<file path="src/rtl/exc_cls_pkg.sv">
package exc_cls_pkg;
  typedef logic [7:0] vec_t;

  localparam vec_t VEC_NONE  = 8'd0;
  localparam vec_t VEC_ADDR  = 8'd3;
  localparam vec_t VEC_ILL   = 8'd4;
  localparam vec_t VEC_PRIV  = 8'd8;
  localparam vec_t VEC_TRACE = 8'd9;
  localparam vec_t VEC_LINEA = 8'd10;
  localparam vec_t VEC_LINEF = 8'd11;

  localparam logic [15:0] OP_ZERO    = 16'h0000;
  localparam logic [15:0] OP_ILLEGAL = 16'h4AFC;
  localparam logic [3:0]  NIB_LINEA  = 4'hA;
  localparam logic [3:0]  NIB_LINEF  = 4'hF;
  localparam logic [1:0]  SCALE_X8   = 2'b11;

  typedef struct packed {
    logic addr;
    logic ill;
    logic line_a;
    logic line_f;
    logic priv;
    logic trace;
  } cause_t;
endpackage

</file>
<file path="src/rtl/exc_addr_chk.sv">
module exc_addr_chk #(
  parameter int unsigned AW         = 32,
  parameter logic [AW-1:0] ALIGN_MASK = 1
) (
  input  logic          xfer_i,
  input  logic [AW-1:0] tgt_i,
  input  logic          idx_i,
  input  logic [3:0]    ext_hi_i,
  output logic          addr_err_o
);
  import exc_cls_pkg::*;

  logic odd_tgt;
  logic idx_bad;
  logic size_word, scale_x8, full_fmt;

  assign size_word = ~ext_hi_i[3];
  assign scale_x8  = (ext_hi_i[2:1] == SCALE_X8);
  assign full_fmt  = ext_hi_i[0];

  assign odd_tgt    = xfer_i & (|(tgt_i & ALIGN_MASK));
  assign idx_bad    = idx_i & (size_word | scale_x8 | full_fmt);
  assign addr_err_o = odd_tgt | idx_bad;
endmodule

</file>
<file path="src/rtl/exc_op_chk.sv">
module exc_op_chk (
  input  logic [15:0] op_i,
  input  logic        mac_en_i,
  input  logic [1:0]  mac_pat_i,
  output logic        ill_o,
  output logic        line_a_o,
  output logic        line_f_o
);
  import exc_cls_pkg::*;

  logic mac_hit;

  assign mac_hit  = mac_en_i & (op_i[8:7] == mac_pat_i);
  assign ill_o    = (op_i == OP_ZERO) | (op_i == OP_ILLEGAL);
  assign line_a_o = (op_i[15:12] == NIB_LINEA) & ~mac_hit;
  assign line_f_o = (op_i[15:12] == NIB_LINEF);
endmodule

</file>
<file path="src/rtl/exc_stop_ctl.sv">
module exc_stop_ctl (
  input  logic clk_i,
  input  logic rst_ni,
  input  logic stop_done_i,
  input  logic irq_i,
  output logic abort_o
);
  logic wait_q;
  logic wake;

  assign wake = wait_q & irq_i;

  always_ff @(posedge clk_i or negedge rst_ni) begin
    if (!rst_ni) begin
      wait_q  <= 1'b0;
      abort_o <= 1'b0;
    end else begin
      abort_o <= wake;
      if (wake)             wait_q <= 1'b0;
      else if (stop_done_i) wait_q <= 1'b1;
    end
  end
endmodule

</file>
<file path="src/rtl/exc_classifier.sv">
module exc_classifier #(
  parameter int unsigned   AW         = 32,
  parameter logic [AW-1:0] ALIGN_MASK = 1
) (
  input  logic          clk_i,
  input  logic          rst_ni,
  input  logic          issue_i,
  input  logic          xfer_i,
  input  logic [AW-1:0] xfer_addr_i,
  input  logic [15:0]   opword_i,
  input  logic          idx_mode_i,
  input  logic [3:0]    ext_hi_i,
  input  logic          mac_en_i,
  input  logic [1:0]    mac_pat_i,
  input  logic          super_i,
  input  logic          priv_instr_i,
  input  logic          trace_en_i,
  input  logic          done_i,
  input  logic          stop_i,
  input  logic          irq_pend_i,
  output logic          exc_req_o,
  output logic [7:0]    exc_vec_o,
  output logic          abort_o
);
  import exc_cls_pkg::*;

  logic   addr_err, ill, line_a, line_f;
  cause_t cause;
  vec_t   vec_d;
  logic   req_d;

  exc_addr_chk #(.AW(AW), .ALIGN_MASK(ALIGN_MASK)) u_addr (
    .xfer_i     (xfer_i),
    .tgt_i      (xfer_addr_i),
    .idx_i      (idx_mode_i),
    .ext_hi_i   (ext_hi_i),
    .addr_err_o (addr_err)
  );

  exc_op_chk u_op (
    .op_i      (opword_i),
    .mac_en_i  (mac_en_i),
    .mac_pat_i (mac_pat_i),
    .ill_o     (ill),
    .line_a_o  (line_a),
    .line_f_o  (line_f)
  );

  exc_stop_ctl u_stop (
    .clk_i       (clk_i),
    .rst_ni      (rst_ni),
    .stop_done_i (done_i & stop_i),
    .irq_i       (irq_pend_i),
    .abort_o     (abort_o)
  );

  always_comb begin
    cause.addr   = issue_i & addr_err;
    cause.ill    = issue_i & ill;
    cause.line_a = issue_i & line_a;
    cause.line_f = issue_i & line_f;
    cause.priv   = issue_i & priv_instr_i & ~super_i;
    cause.trace  = done_i & trace_en_i & ~stop_i;
  end

  // fixed priority: address, opword class, privilege, trace
  always_comb begin
    req_d = 1'b1;
    if (cause.addr)        vec_d = VEC_ADDR;
    else if (cause.ill)    vec_d = VEC_ILL;
    else if (cause.line_a) vec_d = VEC_LINEA;
    else if (cause.line_f) vec_d = VEC_LINEF;
    else if (cause.priv)   vec_d = VEC_PRIV;
    else if (cause.trace)  vec_d = VEC_TRACE;
    else begin
      vec_d = VEC_NONE;
      req_d = 1'b0;
    end
  end

  always_ff @(posedge clk_i or negedge rst_ni) begin
    if (!rst_ni) begin
      exc_req_o <= 1'b0;
      exc_vec_o <= VEC_NONE;
    end else begin
      exc_req_o <= req_d;
      exc_vec_o <= vec_d;
    end
  end
endmodule

</file>
<file path="config.mk">
export PLATFORM = sky130hd
export DESIGN_NAME = exc_classifier
export DESIGN_NICKNAME = d
export VERILOG_FILES = /design/src/rtl/exc_cls_pkg.sv /design/src/rtl/exc_addr_chk.sv /design/src/rtl/exc_op_chk.sv /design/src/rtl/exc_stop_ctl.sv /design/src/rtl/exc_classifier.sv
export SDC_FILE = /design/constraint.sdc
export NUM_CORES = 1
export LEC_CHECK = 0
export BUFFER_PORTS_ARGS = -buffer_cell sky130_fd_sc_hd__buf_2
export CAP_MARGIN = 30
export CORE_MARGIN = 5
export CORE_UTILIZATION = 31
export CTS_BUF_LIST = sky130_fd_sc_hd__clkbuf_4
export DETAILED_ROUTE_END_ITERATION = 10
export GPL_ROUTABILITY_DRIVEN = 0
export PLACE_DENSITY = 0.95
export SLEW_MARGIN = 5
export SYNTH_ARGS = -nofsm -noshare
export SYNTH_HDL_FRONTEND = slang
export SYNTH_SLANG_ARGS = --single-unit
</file>
<file path="constraint.sdc">
create_clock -name clk_i -period 1.9 [get_ports clk_i]
set_clock_uncertainty 0.05 [all_clocks]
set_input_delay 0.38 -clock clk_i [delete_from_list [all_inputs] [get_ports clk_i]]
set_output_delay 0.38 -clock clk_i [all_outputs]
set_load 0.05 [all_outputs]
</file>
==> results of run 1 <==
where the power goes:
part	leakage, nW	internal [mW]	switching, mW
Combinational	0.288	0.0517	0.0939
Clock	0.0184	0.0942	0.0522
Sequential	0.0893	0.161	0.00313
Total	0.396	0.307	0.149
logic make-up (layout without fill, tap and decap cells):
kind of cell	Yosys count	after routing	share of synthesized area
AND/OR/NAND/NOR	25	25	0.332
AO/OA/AOI/OAI	10	10	0.163
flip-flops	7	7	0.363
buffers and inverters	6	47	0.0777
XOR/XNOR	2	2	0.0363
other	1	4	0.00776
multiplexers	1	1	0.0207
flip-flops by register name, summed over array words and instances, names as in the netlist:
register and cells:
u_stop.abort_o 1, exc_vec_o 4, u_stop.wait_q 1, exc_req_o 1
metrics by stage:
stage,hold slack (ps),util,cells,instance area [um2],worst slack [ps]
5_1_grt,269,0.487,112,724,337
6_report,265,0.487,112,724,384
4_1_cts,265,0.487,112,724,383
2_1_floorplan,34.4,-,55,494,293
3_3_place_gp,159,0.460,107,684,128
3_5_place_dp,166,0.460,107,684,128
cell type report:
type / count / area (um2)
fillers: 151 / 764
inverters: 2 / 7.51
well taps: 16 / 20.0
multi-input cells: 42 / 282
flip-flops and latches: 7 / 175
clock buffers: 4 / 30.0
repair buffers: 41 / 210
cells in the final DEF (no fill, tap or decap):
| master | n |
|---|---|
| or2_2 | 1 |
| a311oi_1 | 2 |
| a31o_1 | 1 |
| or3_1 | 2 |
| o21ai_0 | 3 |
| nand4_1 | 1 |
| dlygate4sd3_1 | 1 |
| nor4b_1 | 1 |
| a211oi_1 | 1 |
| nand3_1 | 3 |
| o211a_1 | 1 |
| buf_2 | 40 |
| or3b_1 | 1 |
| or3b_2 | 1 |
| nor2_1 | 2 |
| o211ai_2 | 1 |
| inv_1 | 2 |
| or4_4 | 1 |
| dfrtp_1 | 7 |
| nand2_1 | 5 |
| nor4_1 | 1 |
| o21bai_1 | 1 |
| nand3b_1 | 1 |
| mux2i_1 | 1 |
| xnor2_1 | 2 |
| conb_1 | 4 |
| clkbuf_4 | 4 |
| and2_1 | 1 |
| nor3_1 | 3 |
| nor4_4 | 1 |
cell usage after synthesis, types with 2 or more instances:
cell	n	area, um2
a311oi_1	2	17.5
buf_4	4	30.0
dfrtp_1	7	175
inv_1	2	7.51
nand2_1	5	18.8
nand3_1	3	15.0
nor2_1	2	7.51
nor3_1	3	15.0
o21ai_0	3	15.0
or3_1	2	12.5
xnor2_1	2	17.5
layer usage:
metal	GRT usage	up-vias	wire length (um)
met5	0	-	0
met4	0.0524	0	0
met3	0.0301	0	126
met2	0.195	21	718
met1	0.104	245	433
li1	-	274	-
repair_timing:
action                                  in CTS  in global routing
buffers inserted                             0                  0
endpoints found under the setup margin       0                  0
endpoints found under the hold margin        7                  0
hold buffers                                 1                  0
gates resized for setup                      0                  0
how the worst max path moves through the flow:
stage,end,slack [ps],cells past startpoint
after floorplan,exc_vec_o[0],290,4
after global placement,exc_vec_o[0],130,5
after detailed placement,exc_vec_o[0],130,5
after CTS,exc_vec_o[0],380,5
after global routing,exc_vec_o[0],340,5
final,exc_vec_o[0],380,5
==> key figures, run 1 <==
Run status
  – Status: finished clean

Synthesis
  – Seq/Total Area, Yosys: 0.363
  – Main synth FF type: dfrtp_1
  – Syn Area/Cell: between 9 and 10 um2
  – Syn. warnings: 0
  – Synth Register Bits: 7
  – Fraction of registers with async set/reset: 1.00
  – Mapped Area: between 400 and 500 um2
  – EDFF count, synth: 0
  – Cell variety after synth: 28
  – Cells after Synth: 52

Floorplanning
  – Starting Density: 0.324
  – Die height: just under 50 um
  – Die ar.: roughly 2400 um2
  – I/O pin total: between 70 and 80
  – Row count: 14
  – Die width: between 40 and 50 um
  – Core area: 1490 um2

Critical path
  – CP delay by family, top: simple AND/OR/NAND/NOR gates
  – Worst path bufs/invs: 1
  – Worst Path Max Fanout: 2
  – Crit end category: flop
  – Reg-to-Reg Start: u_stop.wait_q
  – WP data required: between 1500 and 2000 ps
  – R2R depth: 1
  – Crit path cell chain: buf_2 -> or4_4 -> nor4_4 -> o211ai_2 -> a31o_1
  – Critical path class: primary input to flop
  – R2R setup slack: around 1200 ps
  – CP startpoint kind: primary input
  – Crit-path slowest cell: or4_4
  – Critical R2R Capture: u_stop.abort_o
  – CP Launch Point: opword_i[3]
  – Critical path arrival: 1600 ps
  – CP peak stage delay: ~530 ps

Clocking
  – TritonCTS Sinks: 7
  – Htree depth: 1
  – Inserted Clock Buffers: 3
  – Clock transition at path regs: roughly 50 ps
  – TritonCTS clock tree: yes
  – Clock buffer depth: 2
  – Clock Latency Late Sink: roughly 250 ps
  – Clock root buffer: clkbuf_4

Global route
  – Tot GR Track Use: 0.105
  – Largest net degree at the start of global routing: 8
  – Vias in the first global route: roughly 530
  – First-pass GRT wire length: 2060 um
  – GR Overflow Total: 0
  – Initial antenna violation count: 0

STA
  – Max-slew violations: 0
  – RSZ-0062 raised after global routing: no
  – Fin. Hold Viols: 0
  – Crit path time final: ~1500 ps
  – F_max: 660 MHz
  – TNS Setup: 0 ps
  – # setup viols final: 0
  – Crit share post-route: 0.798

Min path
  – Hold path cells: 2
  – Hold EP: u_stop.wait_q
  – Worst min-delay path class: primary input to flop
  – Min-delay src: irq_pend_i

Finish
  – Ant diodes: 0
  – Share of layout cells above drive strength 1: 0.510
  – Area grow syn2layout: 50.0%
  – Final #Nets: around 160

Power
  – P_leak: approximately 0.4 nW
  – Total power: ~0.46 mW
  – VDD IR max: ~0.16 mV
  – Power per standard cell area: 630 nW/um2

Routing
  – Vias/cell: 4.82
  – Drt drc: 0
  – Wirelength, routed: 1280 um
  – Drt pass-1 iters: 3
  – Iteration-0 DRC Markers: 2
  – Routed WL per cell: 11.4 um
  – Post-route ant nets: 0
  – Via count: 540

Job
  – Max Cap Viol: 0

Placed design
  – # port buffers: 40
Note: power is estimated with default switching activity, not from simulation.
==> inputs of run 2 (changes only) <==
--- a/config.mk
+++ b/config.mk
@@ -5,14 +5,15 @@
 export SDC_FILE = /design/constraint.sdc
 export NUM_CORES = 1
 export LEC_CHECK = 0
+export ABC_AREA = 1
 export BUFFER_PORTS_ARGS = -buffer_cell sky130_fd_sc_hd__buf_2
 export CAP_MARGIN = 30
 export CORE_MARGIN = 5
-export CORE_UTILIZATION = 31
+export CORE_UTILIZATION = 27
 export CTS_BUF_LIST = sky130_fd_sc_hd__clkbuf_4
 export DETAILED_ROUTE_END_ITERATION = 10
 export GPL_ROUTABILITY_DRIVEN = 0
-export PLACE_DENSITY = 0.95
+export PLACE_DENSITY = 0.87
 export SLEW_MARGIN = 5
 export SYNTH_ARGS = -nofsm -noshare
 export SYNTH_HDL_FRONTEND = slang
==> constraint.sdc (replaced) <==
create_clock -name clk_i -period 1.2 [get_ports clk_i]
set_clock_uncertainty 0.05 [all_clocks]
set_input_delay 0.24 -clock clk_i [delete_from_list [all_inputs] [get_ports clk_i]]
set_output_delay 0.24 -clock clk_i [all_outputs]
set_load 0.05 [all_outputs]
==> key figures, run 2 <==
Critical path
  – CP startpoint kind: flop (was primary input)
  – Worst path bufs/invs: 1 (unchanged)
  – Crit end category: output pin (was flop)
  – WP data required: 910 ps (was 1980 ps)
  – Crit path cell chain: buf_2 (was buf_2 -> or4_4 -> nor4_4 -> o211ai_2 -> a31o_1)
  – Critical path arrival: 820 ps (was 1600 ps)
  – CP peak stage delay: 320 ps (was 530 ps)
  – Critical path class: flop to output pin (was primary input to flop)
  – Crit-path slowest cell: dfrtp_1 (was or4_4)
  – Worst Path Max Fanout: 1 (was 2)
  – CP delay by family, top: flip-flops (was simple AND/OR/NAND/NOR gates)

Floorplanning
  – Die width: 54.4 um (was 49.5 um)
  – Starting Density: 0.277 (was 0.324)
  – Row count: 16 (was 14)
  – Core area: 1920 um2 (was 1490 um2)
  – Die height: 54.4 um (was 49.5 um)
  – Die ar.: 2960 um2 (was 2450 um2)
  – I/O pin total: 76 (unchanged)

Global route
  – Largest net degree at the start of global routing: 8 (unchanged)
  – GR Overflow Total: 0 (unchanged)
  – Initial antenna violation count: 0 (unchanged)
  – Vias in the first global route: 516 (was 531)
  – First-pass GRT wire length: 1790 um (was 2060 um)
  – Tot GR Track Use: 0.0842 (was 0.105)

Clocking
  – Htree depth: 1 (unchanged)
  – Clock root buffer: clkbuf_4 (unchanged)
  – Clock Latency Late Sink: 240 ps (was 250 ps)
  – Clock transition at path regs: 50 ps (about the same)
  – TritonCTS Sinks: 7 (unchanged)
  – Inserted Clock Buffers: 3 (unchanged)
  – Setup Fix Bufs, Post-CTS: 0 (unchanged)
  – Clock buffer depth: 2 (unchanged)
  – TritonCTS clock tree: yes (unchanged)

Synthesis
  – Cells after Synth: 87 (was 52)
  – Post-synth top area share: 0.329 (was 0.363)
  – Top-count cell post-synth: nand2_1 (was dfrtp_1)
  – Fraction of registers with async set/reset: 1.00 (unchanged)
  – EDFF count, synth: 0 (unchanged)
  – Mapped Area: 533 um2 (was 483 um2)
  – Synth area leaders: dfrtp_1 33%, nand2_1 20%, nor2_1 11% (was dfrtp_1 36%, buf_4 6.2%, nor4_4 4.4%)
  – Synth area leader: dfrtp_1 (unchanged)
  – Cell variety after synth: 16 (was 28)
  – Synth Register Bits: 7 (unchanged)
  – Main synth FF type: dfrtp_1 (unchanged)
  – Syn Area/Cell: 6.13 um2 (was 9.29 um2)
  – Seq/Total Area, Yosys: 0.329 (was 0.363)
  – Syn. warnings: 0 (unchanged)
  – Top cells by count, synth: 28 x nand2_1, 16 x nor2_1, 13 x inv_1 (was 7 x dfrtp_1, 5 x nand2_1, 4 x buf_4)

Placed design
  – # port buffers: 40 (unchanged)
  – Final HPWL DP: 1150 um
  – Setup slack at placement: 61.9 ps (was 128 ps)
  – Placed Area: 748 um2 (was 684 um2)
  – Dpl cells: 153 (was 107)

Min path
  – Worst min-delay path class: primary input to flop (unchanged)

STA
  – F_max: 903 MHz
  – Fin. Hold Viols: 0 (unchanged)
  – Crit path time final: approximately 1100 ps
  – RSZ-0062 raised after global routing: no (unchanged)
  – Crit share post-route: 0.923
  – # setup viols final: 0 (unchanged)
  – Max-slew violations: 0 (unchanged)
  – Final worst slack: 92.0 ps (was 384 ps)
  – TNS Setup: 0 ps (unchanged)

Routing
  – Drt pass-1 iters: 4 (was 3)
  – Routed WL per cell: 7.99 um (was 11.4 um)
  – Post-route ant nets: 0 (unchanged)
  – Wirelength, routed: 1260 um (was 1280 um)
  – Via count: 611 (was 540)
  – Drt drc: 0 (unchanged)
  – Vias/cell: 3.87 (was 4.82)
  – Iteration-0 DRC Markers: 8 (was 2)

Finish
  – Layout Cells excl Fill: 158 (was 112)
  – Final #Nets: 198 (was 163)
  – Design Area, Final: 788 um2 (was 724 um2)
  – Ant diodes: 0 (unchanged)
  – Most common cell after layout, fill and taps aside: buf_2 (unchanged)
  – Top reg by flops: exc_vec_o (unchanged)
  – Most frequent cells in the layout: 40 x buf_2, 28 x nand2_1, 16 x nor2_1 (was 40 x buf_2, 7 x dfrtp_1, 5 x nand2_1)
  – Max FFs per register: 4 (unchanged)
  – Fill count: 225 (was 151)
  – Share of layout cells above drive strength 1: 0.359 (was 0.510)
  – Area grow syn2layout: 47.9% (was 50.0%)

Run status
  – Status: finished clean (unchanged)

Power
  – P_leak: 0.488 nW (was 0.396 nW)
  – VDD IR max: 0.365 mV (was 0.158 mV)
  – Power per standard cell area: 945 nW/um2 (was 630 nW/um2)
  – Total power: 0.745 mW (was 0.456 mW)

Job
  – Max Cap Viol: 0 (unchanged)
run 2: cell count changes after synthesis, sizes merged, moves of 4 or more:
cell / change
nand3: +4
inv: +11
nand2: +24
nor2: +14
run 2: logic make-up (layout without fill, tap and decap cells):
kind of cell,count (synthesis),count (layout),share of synthesized area
simple gates,57,57,0.465
buf+inv,17,58,0.148
flops,7,7,0.329
compound gates,5,5,0.0516
other cells,1,4,0.00704
run 2: layout make-up:
class                           count  area [um2]  share of cell area
Multi-Input combinational cell     66         290               0.368
Sequential cell                     7         175               0.222
Clock buffer                        4        30.0              0.0381
Tap cell                           27        33.8              0.0429
Inverter                           13        48.8              0.0619
Timing Repair Buffer               41         210               0.267
run 2: timing repair:
item                       4_1_cts  5_1_grt
hold buffers                     1        0
hold endpoints to repair         7        0
setup endpoints to repair        0        0
gates resized for setup          0        0
run 2: through the flow:
stage	hold slack, ps	utilization
2_1_floorplan	-106	-
3_3_place_gp	21.2	0.389
3_5_place_dp	23.2	0.389
4_1_cts	138	0.410
5_1_grt	158	0.410
6_report	146	0.410
run 2: where the power goes:
part,switching [mW],internal (mW)
Sequential,0.00709,0.263
Clock,0.0726,0.149
Combinational,0.170,0.0839
run 2: metal layers:
metal	GRT usage	vias to the layer above	share of wire
li1	-	343	-
met1	0.0899	241	0.40
met2	0.147	27	0.48
met3	0.0136	0	0.12
met4	0.0622	0	0
met5	0	-	0
run 2: worst paths after layout:
| path | to | depth (start not counted) | slack, ps | from |
|---|---|---|---|---|
| worst max-delay path | exc_vec_o[0] | 1 | 90 | exc_vec_o[0] |
| min in group asynchronous | exc_vec_o[1] | 2 | 300 | rst_ni |
| worst min-delay path | u_stop.abort_o | 3 | 150 | irq_pend_i |
| max in group asynchronous | exc_req_o | 2 | 660 | rst_ni |
| worst min register to register | u_stop.abort_o | 2 | 420 | u_stop.wait_q |
| worst max register to register | u_stop.wait_q | 2 | 470 | u_stop.wait_q |
==> inputs of run 3 (changes only) <==
--- a/config.mk
+++ b/config.mk
@@ -14,6 +14,7 @@
 export DETAILED_ROUTE_END_ITERATION = 10
 export GPL_ROUTABILITY_DRIVEN = 0
 export PLACE_DENSITY = 0.87
+export RECOVER_POWER = 100
 export SLEW_MARGIN = 5
 export SYNTH_ARGS = -nofsm -noshare
 export SYNTH_HDL_FRONTEND = slang
==> key figures, run 3 (synthesized netlist as in run 2, its figures left out) <==
STA
  – Crit path time final: 1130 ps (was 1110 ps)
  – TNS Setup: 0 ps (unchanged)
  – F_max: 884 MHz (was 903 MHz)
  – Max-slew violations: 0 (unchanged)
  – Fin. Hold Viols: 0 (unchanged)
  – RSZ-0062 raised after global routing: no (unchanged)
  – # setup viols final: 0 (unchanged)
  – Crit share post-route: 0.942 (was 0.923)

Routing
  – Vias/cell: 3.85 (was 3.87)
  – Drt drc: 0 (unchanged)
  – Wirelength, routed: 1270 um (was 1260 um)
  – Via count: 609 (was 611)
  – Routed WL per cell: 8.03 um (was 7.99 um)
  – Post-route ant nets: 0 (unchanged)
  – Iteration-0 DRC Markers: 11 (was 8)
  – Drt pass-1 iters: 4 (unchanged)

Critical path
  – CP peak stage delay: 330 ps (was 320 ps)
  – Crit path cell chain: clkbuf_2 (was buf_2)
  – Worst path bufs/invs: 1 (unchanged)
  – Worst Path Max Fanout: 1 (unchanged)
  – WP data required: 910 ps (about the same)
  – CP delay by family, top: flip-flops (unchanged)
  – Crit end category: output pin (unchanged)
  – Crit-path slowest cell: dfrtp_1 (unchanged)
  – Critical path class: flop to output pin (unchanged)
  – CP startpoint kind: flop (unchanged)
  – Critical path arrival: 840 ps (was 820 ps)

Power
  – P_leak: 0.479 nW (was 0.488 nW)
  – Total power: 0.744 mW (was 0.745 mW)
  – Int Power: 0.494 mW (was 0.495 mW)
  – Sequential share of power: 0.365 (was 0.363)
  – Net Sw Power: 0.250 mW (about the same)
  – Sw Share: 0.336 (was 0.335)
  – Power per standard cell area: 949 nW/um2 (was 945 nW/um2)
  – Logic pwr share: 0.338 (was 0.341)
  – Clock power frac: 0.297 (about the same)
  – VDD IR max: 0.365 mV (about the same)

Floorplanning
  – Die width: 54.4 um (unchanged)
  – Die ar.: 2960 um2 (unchanged)
  – I/O pin total: 76 (unchanged)
  – Starting Density: 0.277 (unchanged)
  – Die height: 54.4 um (unchanged)
  – Core area: 1920 um2 (unchanged)
  – Row count: 16 (unchanged)

Finish
  – Fill count: 228 (was 225)
  – Final #Nets: 198 (unchanged)
  – Area grow syn2layout: 46.9% (was 47.9%)
  – Ant diodes: 0 (unchanged)
  – Most common cell after layout, fill and taps aside: buf_2 (unchanged)
  – Share of layout cells above drive strength 1: 0.336 (was 0.359)
  – Top reg by flops: exc_vec_o (unchanged)
  – Max FFs per register: 4 (unchanged)
  – Most frequent cells in the layout: 32 x buf_2, 29 x nand2_1, 16 x nor2_1 (was 40 x buf_2, 28 x nand2_1, 16 x nor2_1)

Global route
  – Initial antenna violation count: 0 (unchanged)
  – Largest net degree at the start of global routing: 8 (unchanged)
  – First-pass GRT wire length: 1790 um (unchanged)
  – GR Overflow Total: 0 (unchanged)
  – Vias in the first global route: 516 (unchanged)
  – Tot GR Track Use: 0.0842 (unchanged)

Min path
  – Worst min-delay path class: primary input to flop (unchanged)

Clocking
  – Htree depth: 1 (unchanged)
  – TritonCTS clock tree: yes (unchanged)
  – Clock root buffer: clkbuf_4 (unchanged)
  – Inserted Clock Buffers: 3 (unchanged)
  – Clock transition at path regs: 50 ps (about the same)
  – TritonCTS Sinks: 7 (unchanged)
  – Clock Latency Late Sink: 240 ps (about the same)
  – Clock buffer depth: 2 (unchanged)

Placed design
  – # port buffers: 40 (unchanged)
  – Final HPWL DP: 1150 um (unchanged)

Run status
  – Status: finished clean (unchanged)

Job
  – Max Cap Viol: 0 (unchanged)
## run 3: worst paths after layout
kind                                from  depth (start not counted)  slack, ps        endpoint
max                         exc_vec_o[0]                          1         70    exc_vec_o[0]
min                           irq_pend_i                          3        150  u_stop.abort_o
min in group asynchronous         rst_ni                          2        360    exc_vec_o[1]
max in group asynchronous         rst_ni                          2        490       exc_req_o
max reg2reg                u_stop.wait_q                          2        470   u_stop.wait_q
min reg2reg                u_stop.wait_q                          2        420  u_stop.abort_o
## run 3: metal layers
metal,share of wire,track usage
met5,0,0
met4,0,0.0622
met3,0.11,0.0136
met2,0.48,0.147
met1,0.41,0.0899
## run 3: layout make-up
class	count	area [um2]	area share
tap	27	33.8	0.0431
inverter	13	48.8	0.0623
sequential	7	175	0.224
clock buffer	4	30.0	0.0383
multi-input combinational	66	288	0.367
timing repair buffer	41	208	0.265
## run 3: per-stage QoR
stage / setup WS (ps) / area (um2) / hold slack [ps] / util / cells
3_5_place_dp: 61.9 / 748 / 23.2 / 0.389 / 153
3_3_place_gp: 77.4 / 748 / 21.2 / 0.389 / 153
4_1_cts: 75.0 / 788 / 138 / 0.410 / 158
2_1_floorplan: 304 / 544 / -106 / - / 90
5_1_grt: 38.3 / 783 / 158 / 0.408 / 158
6_report: 69.1 / 783 / 146 / 0.408 / 158
## run 3: repair_timing
item                      in CTS  in global routing
resized for setup              0                  0
hold buffers                   1                  0
setup buffers                  0                  0
hold endpoints to repair       7                  0
## run 3: power groups by stage
stage	logic (mW)	registers [mW]	clock network (mW)
final	0.251	0.271	0.221
after global routing	0.277	0.273	0.245
after CTS	0.256	0.270	0.233
after detailed placement	0.253	0.274	0
after global placement	0.251	0.273	0
after floorplan	0.102	0.339	0
## run 3: tightest hold or removal path, stage by stage
cell     delay [ps]
buf_2            70
nand2_1          50
inv_1            40
